<file path="config.mk">
export PLATFORM = sky130hd
export DESIGN_NAME = adc_host_if
export DESIGN_NICKNAME = d
export VERILOG_FILES = /design/src/rtl/adc_host_pkg.sv /design/src/rtl/adc_host_sync.sv /design/src/rtl/adc_host_ctrl.sv /design/src/rtl/adc_host_bus.sv /design/src/rtl/adc_host_if.sv
export SDC_FILE = /design/constraint.sdc
export NUM_CORES = 1
export LEC_CHECK = 0
export BUFFER_PORTS_ARGS = -buffer_cell sky130_fd_sc_hd__buf_4
export CORE_MARGIN = 2
export CORE_UTILIZATION = 47
export DETAILED_ROUTE_END_ITERATION = 6
export HOLD_SLACK_MARGIN = 0.15
export PLACE_DENSITY = 0.86
export SETUP_SLACK_MARGIN = 0.05
export SYNTH_ARGS = -nofsm -noshare
export SYNTH_HDL_FRONTEND = slang
export SYNTH_SLANG_ARGS = --single-unit
</file>
<file path="constraint.sdc">
create_clock -name clk -period 1.05 [get_ports clk]
set_input_delay 0.0525 -clock clk [delete_from_list [all_inputs] [get_ports clk]]
set_output_delay 0.0525 -clock clk [all_outputs]
set_load 0.05 [all_outputs]
</file>
<file path="src/rtl/adc_host_pkg.sv">
// Package: shared constants for the converter host interface.
// Assumes: strobe order below is used by the synchronizer vector in the top.
package adc_host_pkg;
    localparam int DATA_W      = 12;
    localparam int SYNC_STAGES = 2;
    // bit positions of the asynchronous inputs inside the synchronizer vector
    localparam int STB_CS   = 0;
    localparam int STB_SH   = 1;
    localparam int STB_RD   = 2;
    localparam int STB_OE   = 3;
    localparam int STB_FAST = 4;
    localparam int NUM_STB  = 5;
    // idle levels: strobes idle high, mode select idles in interrupt mode
    localparam logic [NUM_STB-1:0] STB_IDLE = 5'b0_1111;
endpackage

</file>
<file path="src/rtl/adc_host_sync.sv">
// Module: multi-bit multi-stage synchronizer, one independent chain per bit.
// Assumes: each bit is a slow level (strobe) held for several clock cycles;
// reset loads each chain with the bit's idle level so no false edge appears.
module adc_host_sync #(
    parameter int WIDTH  = 5,
    parameter int STAGES = 2,
    parameter logic [WIDTH-1:0] RST_VAL = '1
) (
    input  logic             clk,
    input  logic             rst_n,
    input  logic [WIDTH-1:0] d,
    output logic [WIDTH-1:0] q
);
    generate
        for (genvar b = 0; b < WIDTH; b++) begin : g_bit
            logic [STAGES-1:0] chain;
            // shift the raw input through STAGES flops
            always_ff @(posedge clk) begin
                if (!rst_n) chain <= {STAGES{RST_VAL[b]}};
                else        chain <= {chain[STAGES-2:0], d[b]};
            end
            assign q[b] = chain[STAGES-1];
        end
    endgenerate
endmodule

</file>
<file path="src/rtl/adc_host_ctrl.sv">
// Module: conversion sequencer and interrupt flag.
// Does: detects gated sample/hold and read falling edges, issues a start
// pulse, tracks busy, captures the core result, drives eoc and int_n.
// Assumes: all strobe inputs already synchronized; core is on clk.
module adc_host_ctrl #(
    parameter int DATA_W = 12
) (
    input  logic              clk,
    input  logic              rst_n,
    input  logic              cs_s,
    input  logic              sh_s,
    input  logic              rd_s,
    input  logic              fast_s,
    input  logic              core_done,
    input  logic [DATA_W-1:0] core_result,
    output logic              start_conv,
    output logic              busy,
    output logic              eoc,
    output logic              int_n,
    output logic [DATA_W-1:0] result
);
    logic sh_prev, rd_prev;
    logic sh_fall, rd_fall, done_evt;

    assign sh_fall  = sh_prev & ~sh_s & ~cs_s;
    assign rd_fall  = rd_prev & ~rd_s & ~cs_s;
    assign done_evt = busy & core_done;

    // remember previous synchronized levels for edge detection
    always_ff @(posedge clk) begin
        if (!rst_n) begin
            sh_prev <= 1'b1;
            rd_prev <= 1'b1;
        end else begin
            sh_prev <= sh_s;
            rd_prev <= rd_s;
        end
    end

    // start, busy tracking, result capture and end-of-conversion flag
    always_ff @(posedge clk) begin
        if (!rst_n) begin
            start_conv <= 1'b0;
            busy       <= 1'b0;
            eoc        <= 1'b0;
            result     <= '0;
        end else begin
            start_conv <= 1'b0;
            if (sh_fall && !busy) begin
                start_conv <= 1'b1;
                busy       <= 1'b1;
                eoc        <= 1'b0;
            end else if (done_evt) begin
                busy   <= 1'b0;
                eoc    <= 1'b1;
                result <= core_result;
            end
        end
    end

    // interrupt: set on completion in interrupt mode, cleared by gated read edge
    always_ff @(posedge clk) begin
        if (!rst_n)                  int_n <= 1'b1;
        else if (done_evt && !fast_s) int_n <= 1'b0;
        else if (rd_fall)             int_n <= 1'b1;
    end
endmodule

</file>
<file path="src/rtl/adc_host_bus.sv">
// Module: data bus drive-enable decode.
// Does: enables the bus always in high-speed mode, else only when chip
// select, read and output enable are all low. Assumes synchronized inputs.
module adc_host_bus (
    input  logic clk,
    input  logic rst_n,
    input  logic fast_s,
    input  logic cs_s,
    input  logic rd_s,
    input  logic oe_s,
    output logic dout_en
);
    // registered enable decode
    always_ff @(posedge clk) begin
        if (!rst_n) dout_en <= 1'b0;
        else        dout_en <= fast_s | (~cs_s & ~rd_s & ~oe_s);
    end
endmodule

</file>
<file path="src/rtl/adc_host_if.sv">
// Module: top of the converter host bus interface.
// Does: synchronizes host strobes, sequences conversions, latches results
// and decodes the bus enable for interrupt and high-speed modes.
// Assumes: core_done/core_result are synchronous to clk.
module adc_host_if
    import adc_host_pkg::*;
#(
    parameter int W      = DATA_W,
    parameter int STAGES = SYNC_STAGES
) (
    input  logic         clk,
    input  logic         rst_n,
    input  logic         cs_n,
    input  logic         sh_n,
    input  logic         rd_n,
    input  logic         oe_n,
    input  logic         fast_mode,
    input  logic         core_done,
    input  logic [W-1:0] core_result,
    output logic         start_conv,
    output logic         eoc,
    output logic         int_n,
    output logic [W-1:0] dout,
    output logic         dout_en
);
    logic [NUM_STB-1:0] raw, synced;
    logic cs_s, sh_s, rd_s, oe_s, fast_s, busy;

    assign raw[STB_CS]   = cs_n;
    assign raw[STB_SH]   = sh_n;
    assign raw[STB_RD]   = rd_n;
    assign raw[STB_OE]   = oe_n;
    assign raw[STB_FAST] = fast_mode;

    assign cs_s   = synced[STB_CS];
    assign sh_s   = synced[STB_SH];
    assign rd_s   = synced[STB_RD];
    assign oe_s   = synced[STB_OE];
    assign fast_s = synced[STB_FAST];

    adc_host_sync #(.WIDTH(NUM_STB), .STAGES(STAGES), .RST_VAL(STB_IDLE)) i_sync (
        .clk(clk), .rst_n(rst_n), .d(raw), .q(synced)
    );

    adc_host_ctrl #(.DATA_W(W)) i_ctrl (
        .clk(clk), .rst_n(rst_n), .cs_s(cs_s), .sh_s(sh_s), .rd_s(rd_s),
        .fast_s(fast_s), .core_done(core_done), .core_result(core_result),
        .start_conv(start_conv), .busy(busy), .eoc(eoc), .int_n(int_n),
        .result(dout)
    );

    adc_host_bus i_bus (
        .clk(clk), .rst_n(rst_n), .fast_s(fast_s), .cs_s(cs_s),
        .rd_s(rd_s), .oe_s(oe_s), .dout_en(dout_en)
    );
endmodule

</file>
==> results by group, run 1 <==
Timing
  – Slew @ Worst Pin: 276 ps
  – Fmax: 1030 MHz
  – Minimum clock period: 974 ps
  – Setup total negative slack: 0 ps
  – Fin worst setup slack: 75.6 ps
  – RSZ-0062 raised after global routing: true
  – Endpoints failing setup: 0
  – Relative slew slack: 81.6%
  – Hold Vio Cnt, Final: 0
  – Clock Skew: 6.13 ps
  – Final period utilization: 92.8%
  – Fin. max-slew vios: 0

Cells and area
  – Fillers: 161
  – Proportion of layout cells with a drive suffix above 1: 31.8%
  – Combined area of the multi-input logic cells: 428 um^2
  – Final nets: 173
  – Area Growth Syn to Fin: 50.4%
  – # diodes: 0
  – Final instance area: 0.00158 mm^2
  – Register Area: 582 um^2

Worst setup path
  – Max Fanout on Critical Path: 27
  – Critical Path AT: 1190 ps
  – Worst setup startpoint: core_done
  – R2r startpoint: i_ctrl.busy$_SDFFE_PN0P_
  – CP endpoint: i_ctrl.result[7]$_SDFFE_PN0P_
  – Worst Setup Start Kind: input pin
  – R2R setup slack: 100 ps
  – Crit path capture type: register
  – WS Path Type: input pin to register
  – Worst Path Required: 1270 ps
  – FF-to-FF path depth: 3
  – Capturing point of the worst reg2reg path: i_ctrl.result[7]$_SDFFE_PN0P_

Yosys
  – Commonest cells in the netlist: 29 x dfxtp_1, 14 x o21a_1, 12 x a21boi_1, 12 x and3_1, 10 x nand2b_1
  – Distinct cells, synth: 19
  – Avg Cell Area, Syn: 11.0 um^2
  – Flops & latches, synth: 29
  – Top-count cell post-synth: dfxtp_1
  – Synth top area share: 55.2%
  – Synth area leader: dfxtp_1
  – Yosys warning total: 0
  – Post-Synthesis Cell Area: 0.00105 mm^2
  – Seq/Total Area, Yosys: 55.2%
  – Post-synth ARST share: 0%
  – Post-synth EDFFs: 0
  – Post-Syn Nets: 116
  – Synth top area cells: dfxtp_1 55%, o21a_1 10%, a21boi_1 8.6%, and3_1 7.1%, nand2b_1 5.9%
  – Ys flop type: dfxtp_1
  – Mapped Cells: 96

Routing
  – Detail Route Antenna Nets: 0
  – Wirelength per Cell: 12.2 um
  – Initial DRT Pass Iterations: 6
  – Via count: 879
  – Initial DRC Count: 10
  – DRC Markers: 0
  – Via density: 4.83
  – Detailed-route wire length: 2210 um

Place
  – Final HPWL DP: 1350 um
  – GP Congestion: 0.614
  – Post-DP Area: 0.00132 mm^2
  – PortBufs: 35
  – DP Worst Slack: 79.9 ps

Floorplanning
  – Top Ports: 36
  – Die span in x: 51.3 um
  – Number of placement rows: 17
  – Die area: 0.00263 mm^2
  – Initial core utilization: 48.5%
  – Die height: 51.3 um
  – CORE AREA: 0.00217 mm^2

GRT
  – Initial antenna violation count: 0
  – Largest net degree at the start of global routing: 31
  – First-pass GRT wire length: 3240 um
  – GRT Overall Usage: 17.4%
  – Total grt overflow: 0
  – Number of global-route vias before repair: 822

Power and ir drop
  – Maximum VDD drop: 0.00116 V
  – Power Density: 1230 mW/mm^2
  – Static leakage: 0.749 nW

CTS
  – Clk buf depth: 2
  – Sink Count: 29
  – Skew-Pair Late Insertion Delay: 320 ps
  – H-tree Lvls: 2
  – Num CTS Buffers: 5
  – Clock transition at path regs: 90 ps
  – CTS tree: yes
  – Root buf cell: clkbuf_4

Status
  – Status: complete, no violations

Worst hold path
  – Hold_sp: i_sync.g_bit[0].chain[0]$_SDFF_PN1_
  – HP Class: register to register

Flow run
  – Max-Cap Viols: 0
==> power breakdown <==
part           switching (W)  leakage, nW  internal (W)  total [W]
clock               0.000381       0.0310      0.000252   0.000633
combinational      0.0000682        0.481      0.000113   0.000181
sequential        0.00000907        0.237       0.00112    0.00113
==> cells in the final DEF, fill, tap and decap left out, drive strengths merged <==
master       count
dlygate4sd3     19
and4b            1
o21a            14
or3b             1
a31oi            1
nor3b            1
clkbuf           5
buf             38
nor2b            1
a21boi          12
inv              1
and2             3
clkinv           2
clkinvlp         1
and3            12
dfxtp           29
nand2b          10
a21oi            1
nor3             1
nor4b            1
==> flip-flops by register name, summed over array words and instances (netlist names) <==
name / count
i_ctrl.result: 12
i_sync.g_bit.chain: 10
i_bus.dout_en: 1
i_ctrl.busy: 1
i_ctrl.eoc: 1
i_ctrl.int_n: 1
i_ctrl.rd_prev: 1
i_ctrl.sh_prev: 1
i_ctrl.start_conv: 1
==> final cells by class <==
type / instances / area share [%]
Timing Repair Buffer: 57 / 30.3
Tap cell: 28 / 2.21
Sequential cell: 29 / 36.8
Clock buffer: 5 / 2.37
Inverter: 1 / 0.237
Multi-Input combinational cell: 59 / 27.0
Clock inverter: 3 / 1.11
==> metal layers <==
layer	global-route usage, %	share of wire [%]	wire length [um]
met1	16.1	40	883
met2	33.1	54	1200
met3	5.26	4.2	94
met4	10.1	1.5	34
met5	0	0	0
==> logic make-up after synthesis <==
group	synth area share, %
AND/OR/NAND/NOR	19.9
flip-flops	55.2
AO/OA/AOI/OAI	20.0
buffers and inverters	4.99
==> timing repair <==
| item | 4_1_cts | 5_1_grt |
|---|---|---|
| endpoints found under the setup margin | 0 | 10 |
| hold endpoints to repair | 29 | 0 |
| hold buffers | 19 | 0 |
| resized for setup | 0 | 3 |
| setup buffers | 0 | 0 |
==> critical path: stages <==
cell	delay, ps
dlygate4sd3_1	530
buf_4	210
and3_1	210
o21a_1	180
==> stage by stage <==
stage                     total power [W]  instances  util, %  hold WS, ps
after floorplan                   0.00121         96        -          154
after global placement            0.00127        155     61.0          236
after detailed placement          0.00128        155     61.0          239
after CTS                         0.00196        182     72.3          415
after global routing              0.00201        182     73.0          429
final                             0.00195        182     73.0          415
==> worst min path at each step <==
stage,end,slack (ps),cells after the start
2_1_floorplan,i_sync.g_bit[0].chain[0]$_SDFF_PN1_,150,1
3_3_place_gp,i_sync.g_bit[3].chain[0]$_SDFF_PN1_,240,2
3_5_place_dp,i_sync.g_bit[0].chain[0]$_SDFF_PN1_,240,2
4_1_cts,i_sync.g_bit[2].chain[1]$_SDFF_PN1_,410,1
5_1_grt,i_sync.g_bit[0].chain[1]$_SDFF_PN1_,430,1
6_report,i_sync.g_bit[0].chain[1]$_SDFF_PN1_,410,1
No activity file was read; power rests on OpenSTA's default activity.
==> inputs of run 2 (changes only) <==
ABC_AREA = 1   (was default)
CORE_UTILIZATION = 46   (was 47)
==> run 2 against run 1 <==
Net effect: utilization is 3.2 points higher; die area is 7.2% lower; sequential share of layout area is 2.2 points higher; first-iteration DRC count grew to 2.6 times the previous value; worst hold slack hardly changed; cell count is 7.7% higher; global-route usage is 4.5 points higher; clock skew is 8.9 ps higher; maximum frequency is 3.6% lower; register-to-register slack worse by 40 ps; count of clock-buffer cells in the layout is 2 higher; largest cell class unchanged; sequential cell count stayed put.
==> results by group, run 2 <==
Yosys
  – Ys flop type: dfxtp_1
  – Seq/Total Area, Yosys: 61.1%
  – Distinct cells, synth: 17
  – Post-synth EDFFs: 0
  – Flops & latches, synth: 29
  – Synth top area cells: dfxtp_1 61%, nor2_1 11%, o21ai_0 6.3%, or2_1 5.9%, nand2_1 4.0%
  – Post-Syn Nets: 128
  – Synth top area share: 61.1%
  – Synth area leader: dfxtp_1
  – Post-synth ARST share: 0%
  – Yosys warning total: 0
  – Mapped Cells: 108
  – Avg Cell Area, Syn: 8.79 um^2
  – Post-Synthesis Cell Area: 950 um^2
  – Commonest cells in the netlist: 29 x dfxtp_1, 28 x nor2_1, 12 x o21ai_0
  – Top-count cell post-synth: dfxtp_1

Cells and area
  – Final nets: 189
  – # diodes: 0
  – Final instance area: 0.00149 mm^2
  – Register Area: 582 um^2
  – Fin cells: 196
  – Area Growth Syn to Fin: 57.3%
  – Fillers: 140
  – Biggest register: i_ctrl.result
  – Biggest regs: i_ctrl.result (12), i_sync.g_bit.chain (10)
  – Largest register FFs: 12
  – Combined area of the multi-input logic cells: 295 um^2
  – Most frequent cells in the layout: 39 x buf_4, 28 x nor2_1, 28 x dfxtp_1
  – Proportion of layout cells with a drive suffix above 1: 30.2%
  – Most common cell after layout, fill and taps aside: buf_4

Timing
  – Slew @ Worst Pin: 240 ps
  – Hold Vio Cnt, Final: 0
  – Fin. max-slew vios: 0
  – Minimum clock period: 1010 ps
  – Hold Slack: 415 ps
  – Setup total negative slack: 0 ps
  – Final period utilization: 96.2%
  – RSZ-0062 raised after global routing: true
  – Fmax: 990 MHz
  – Relative slew slack: 84.0%
  – Clock Skew: 15.0 ps
  – Endpoints failing setup: 0

Floorplanning
  – Die height: 49.4 um
  – Die span in x: 49.4 um
  – Die area: 0.00244 mm^2
  – CORE AREA: 0.00196 mm^2
  – Number of placement rows: 16
  – Initial core utilization: 48.4%
  – Top Ports: 36

GRT
  – Number of global-route vias before repair: 830
  – Largest net degree at the start of global routing: 20
  – GRT Overall Usage: 21.9%
  – Initial antenna violation count: 0
  – Total grt overflow: 0
  – First-pass GRT wire length: 3800 um

Routing
  – Detailed-route wire length: 2590 um
  – Via density: 4.73
  – Initial DRT Pass Iterations: 4
  – Initial DRC Count: 26
  – Detail Route Antenna Nets: 0
  – Via count: 928
  – Wirelength per Cell: 13.2 um
  – DRC Markers: 0

Worst hold path
  – HP Class: register to register

Power and ir drop
  – Total Power: 0.00200 W
  – Power Density: 1340 mW/mm^2
  – Static leakage: 0.708 nW
  – Maximum VDD drop: 0.00118 V

CTS
  – Clk buf depth: 2
  – H-tree Lvls: 2
  – CTS tree: yes
  – Sink Count: 29
  – Root buf cell: clkbuf_4
  – Num CTS Buffers: 5
  – Clock transition at path regs: 80 ps
  – Skew-Pair Late Insertion Delay: 320 ps

Worst setup path
  – WS Path Type: input pin to register
  – R2R setup slack: 60 ps
  – Worst Setup Start Kind: input pin
  – Worst Path Required: 1250 ps
  – Critical Path AT: 1210 ps
  – Max Fanout on Critical Path: 10
  – Crit path capture type: register

Place
  – GP Congestion: 0.743
  – Post-DP Area: 0.00121 mm^2
  – Final HPWL DP: 1280 um
  – DP Cell Count: 166
  – PortBufs: 35

Status
  – Status: complete, no violations

Flow run
  – Max-Cap Viols: 0
## run 2: cell type report
class | count | area share (%)
clock buffers | 7 | 3.69
inverters | 9 | 2.26
multi-input cells | 65 | 19.8
flip-flops and latches | 29 | 38.9
well taps | 27 | 2.26
repair buffers | 59 | 33.1
## run 2: per-layer routing
metal / vias up / part of all wire (%) / global-route usage (%) / routed length [um]
met3: 4 / 5.8 / 4.91 / 151
met4: 0 / 1.7 / 13.9 / 43
met5: - / 0 / 0 / 0
met2: 36 / 55 / 40.3 / 1430
met1: 432 / 37 / 21.9 / 961
li1: 456 / - / - / -
## run 2: worst paths after layout
kind / depth (start not counted) / start / end
worst max-delay path: 6 / core_done / i_ctrl.result[9]$_SDFFE_PN0P_
worst min-delay path: 1 / i_sync.g_bit[2].chain[0]$_SDFF_PN1_ / i_sync.g_bit[2].chain[1]$_SDFF_PN1_
worst max register to register: 4 / i_ctrl.busy$_SDFFE_PN0P_ / i_ctrl.result[9]$_SDFFE_PN0P_
worst min register to register: 1 / i_sync.g_bit[2].chain[0]$_SDFF_PN1_ / i_sync.g_bit[2].chain[1]$_SDFF_PN1_
## run 2: report_power, final
part           internal, W  switching (W)
Sequential         0.00112     0.00000851
Clock             0.000316       0.000348
Combinational     0.000125      0.0000819
Total              0.00156       0.000438
## run 2: critical path, stage by stage
cell	delay, ps
dlygate4sd3_1	530
buf_4	120
nand2_2	70
buf_4	170
o21ai_1	190
nor2_1	70
## run 2: metrics by stage
stage	util [%]	setup slack, ps
floorplan	-	161
global placement	61.9	141
detailed placement	61.9	105
CTS	74.4	92.9
global route	76.1	23.5
finish	76.1	39.5
## run 2: logic make-up after synthesis
kind of cell	synth area share (%)
AOI/OAI and AO/OA	6.85
and+or+nand+nor	24.2
buffers and inverters	7.77
DFF	61.1
## run 2: timing repair
item                                   in CTS  in global routing
endpoints found under the hold margin      23                  0
gates resized for setup                     0                  5
setup endpoints to repair                   0                 15
setup buffers                               0                  4
hold buffers                               19                  0
==> inputs of run 3 (changes only) <==
RECOVER_POWER = 25   (was default)
==> run 3 against run 2 <==
Net effect: utilization is 0.19 points lower; cell area down 0.25%; die area unchanged; maximum frequency up 0.68%; largest cell class unchanged.
==> results by group, run 3 (synthesized netlist as in run 2, its figures left out) <==
Cells and area
  – Biggest register: i_ctrl.result
  – Register Area: 582 um^2
  – # diodes: 0
  – Combined area of the multi-input logic cells: 295 um^2
  – Fillers: 142
  – Most frequent cells in the layout: 37 x buf_4, 28 x nor2_1, 28 x dfxtp_1
  – Largest register FFs: 12
  – Final instance area: 0.00149 mm^2
  – Most common cell after layout, fill and taps aside: buf_4
  – Final nets: 189
  – Final Util: 76.0%
  – Area Growth Syn to Fin: 56.9%
  – Proportion of layout cells with a drive suffix above 1: 29.6%
  – Biggest regs: i_ctrl.result (12), i_sync.g_bit.chain (10)

Timing
  – Slew @ Worst Pin: 237 ps
  – Endpoints failing setup: 0
  – Clock Skew: 14.7 ps
  – RSZ-0062 raised after global routing: true
  – Final period utilization: 95.6%
  – Hold Vio Cnt, Final: 0
  – Setup total negative slack: 0 ps
  – Relative slew slack: 84.2%
  – Minimum clock period: 1000 ps
  – Hold Slack: 415 ps
  – Fin. max-slew vios: 0
  – Fmax: 996 MHz

Routing
  – Wirelength per Cell: 13.1 um
  – DRC Markers: 0
  – Detailed-route wire length: 2560 um
  – Via density: 4.74
  – Initial DRT Pass Iterations: 4
  – Detail Route Antenna Nets: 0
  – Initial DRC Count: 23
  – Via count: 929

Worst setup path
  – Worst Setup Start Kind: input pin
  – CP max stage cell: dlygate4sd3_1
  – Worst Path Required: 1250 ps
  – Critical Path AT: 1210 ps
  – FF-to-FF path depth: 4
  – Capturing point of the worst reg2reg path: i_ctrl.result[9]$_SDFFE_PN0P_
  – WS Path Type: input pin to register
  – R2r startpoint: i_ctrl.busy$_SDFFE_PN0P_
  – Max Fanout on Critical Path: 10
  – Worst-path cell chain: dlygate4sd3_1, buf_4, nand2_2, buf_4, o21ai_1, nor2_1
  – CP peak stage delay: 530 ps
  – Crit path capture type: register
  – Cell repeated most along the worst path: buf_4
  – R2R setup slack: 60 ps

CTS
  – Clock transition at path regs: 80 ps
  – H-tree Lvls: 2
  – Num CTS Buffers: 5
  – Skew-Pair Late Insertion Delay: 320 ps
  – CTS tree: yes
  – Clk buf depth: 2
  – Sink Count: 29
  – Root buf cell: clkbuf_4

Floorplanning
  – Die span in x: 49.4 um
  – Die height: 49.4 um
  – Top Ports: 36
  – CORE AREA: 0.00196 mm^2
  – Die area: 0.00244 mm^2
  – Initial core utilization: 48.4%
  – Number of placement rows: 16

GRT
  – Largest net degree at the start of global routing: 20
  – Initial antenna violation count: 0
  – GRT Overall Usage: 21.9%
  – Total grt overflow: 0
  – First-pass GRT wire length: 3800 um
  – Number of global-route vias before repair: 830

Power and ir drop
  – Maximum VDD drop: 0.00118 V
  – Static leakage: 0.704 nW
  – Power Density: 1340 mW/mm^2

Place
  – Post-DP Area: 0.00121 mm^2
  – PortBufs: 35
  – Final HPWL DP: 1280 um
  – GP Congestion: 0.743

Worst hold path
  – HP Class: register to register
  – Hold_sp: i_sync.g_bit[2].chain[0]$_SDFF_PN1_
  – Hold Path Depth: 1
  – Hold path endpoint: i_sync.g_bit[2].chain[1]$_SDFF_PN1_

Status
  – Status: complete, no violations

Flow run
  – Max-Cap Viols: 0
[run 3: changes by cell type in the layout (fill, tap and decap cells not counted)]
cell,delta
buf_4,-2
clkbuf_1,+1
clkbuf_4,+1
[run 3: how the worst max path moves through the flow]
stage                               from                                   to  slack, ps
5_1_grt                        core_done        i_ctrl.result[9]$_SDFFE_PN0P_         20
6_report                       core_done        i_ctrl.result[9]$_SDFFE_PN0P_         50
3_5_place_dp    i_ctrl.busy$_SDFFE_PN0P_        i_ctrl.result[9]$_SDFFE_PN0P_        100
4_1_cts                            rst_n  i_sync.g_bit[1].chain[1]$_SDFF_PN1_         90
2_1_floorplan  i_ctrl.int_n$_SDFFE_PN1P_            i_ctrl.int_n$_SDFFE_PN1P_        160
3_3_place_gp    i_ctrl.busy$_SDFFE_PN0P_        i_ctrl.result[6]$_SDFFE_PN0P_        140
[run 3: layout make-up]
type,instances,share of cell area (%)
multi-input combinational,65,19.8
tap,27,2.27
inverter,9,2.27
clock buffer,7,3.69
timing repair buffer,59,32.9
sequential,29,39.0
[run 3: timing repair]
item,in CTS,in global routing
resized for setup,0,5
buffers inserted,0,4
hold buffers,19,0
hold endpoints to repair,23,0
endpoints found under the setup margin,0,15
[run 3: worst max-delay path: cells and delay by family]
family                 cells  cell delay (ps)
AND/OR/NAND/NOR            2              140
buffers and inverters      3              820
AO/OA/AOI/OAI              1              190
[run 3: through the flow]
step                cells  total power, W  worst slack [ps]
floorplan             108         0.00122               161
global placement      166         0.00128               141
detailed placement    166         0.00128               105
CTS                   192         0.00198              92.9
global route          196         0.00209              23.5
finish                196         0.00200              46.3
[run 3: power by group]
part | internal [W] | switching, W
Combinational | 0.000123 | 0.0000810
Sequential | 0.00112 | 0.00000850
Clock | 0.000316 | 0.000351
[run 3: metal layers]
metal / GRT usage, % / vias to the layer above / wire [um]
met4: 13.9 / 0 / 55
met5: 0 / - / 0
met2: 40.3 / 31 / 1420
met1: 21.9 / 436 / 981
met3: 4.91 / 7 / 104
li1: - / 455 / -
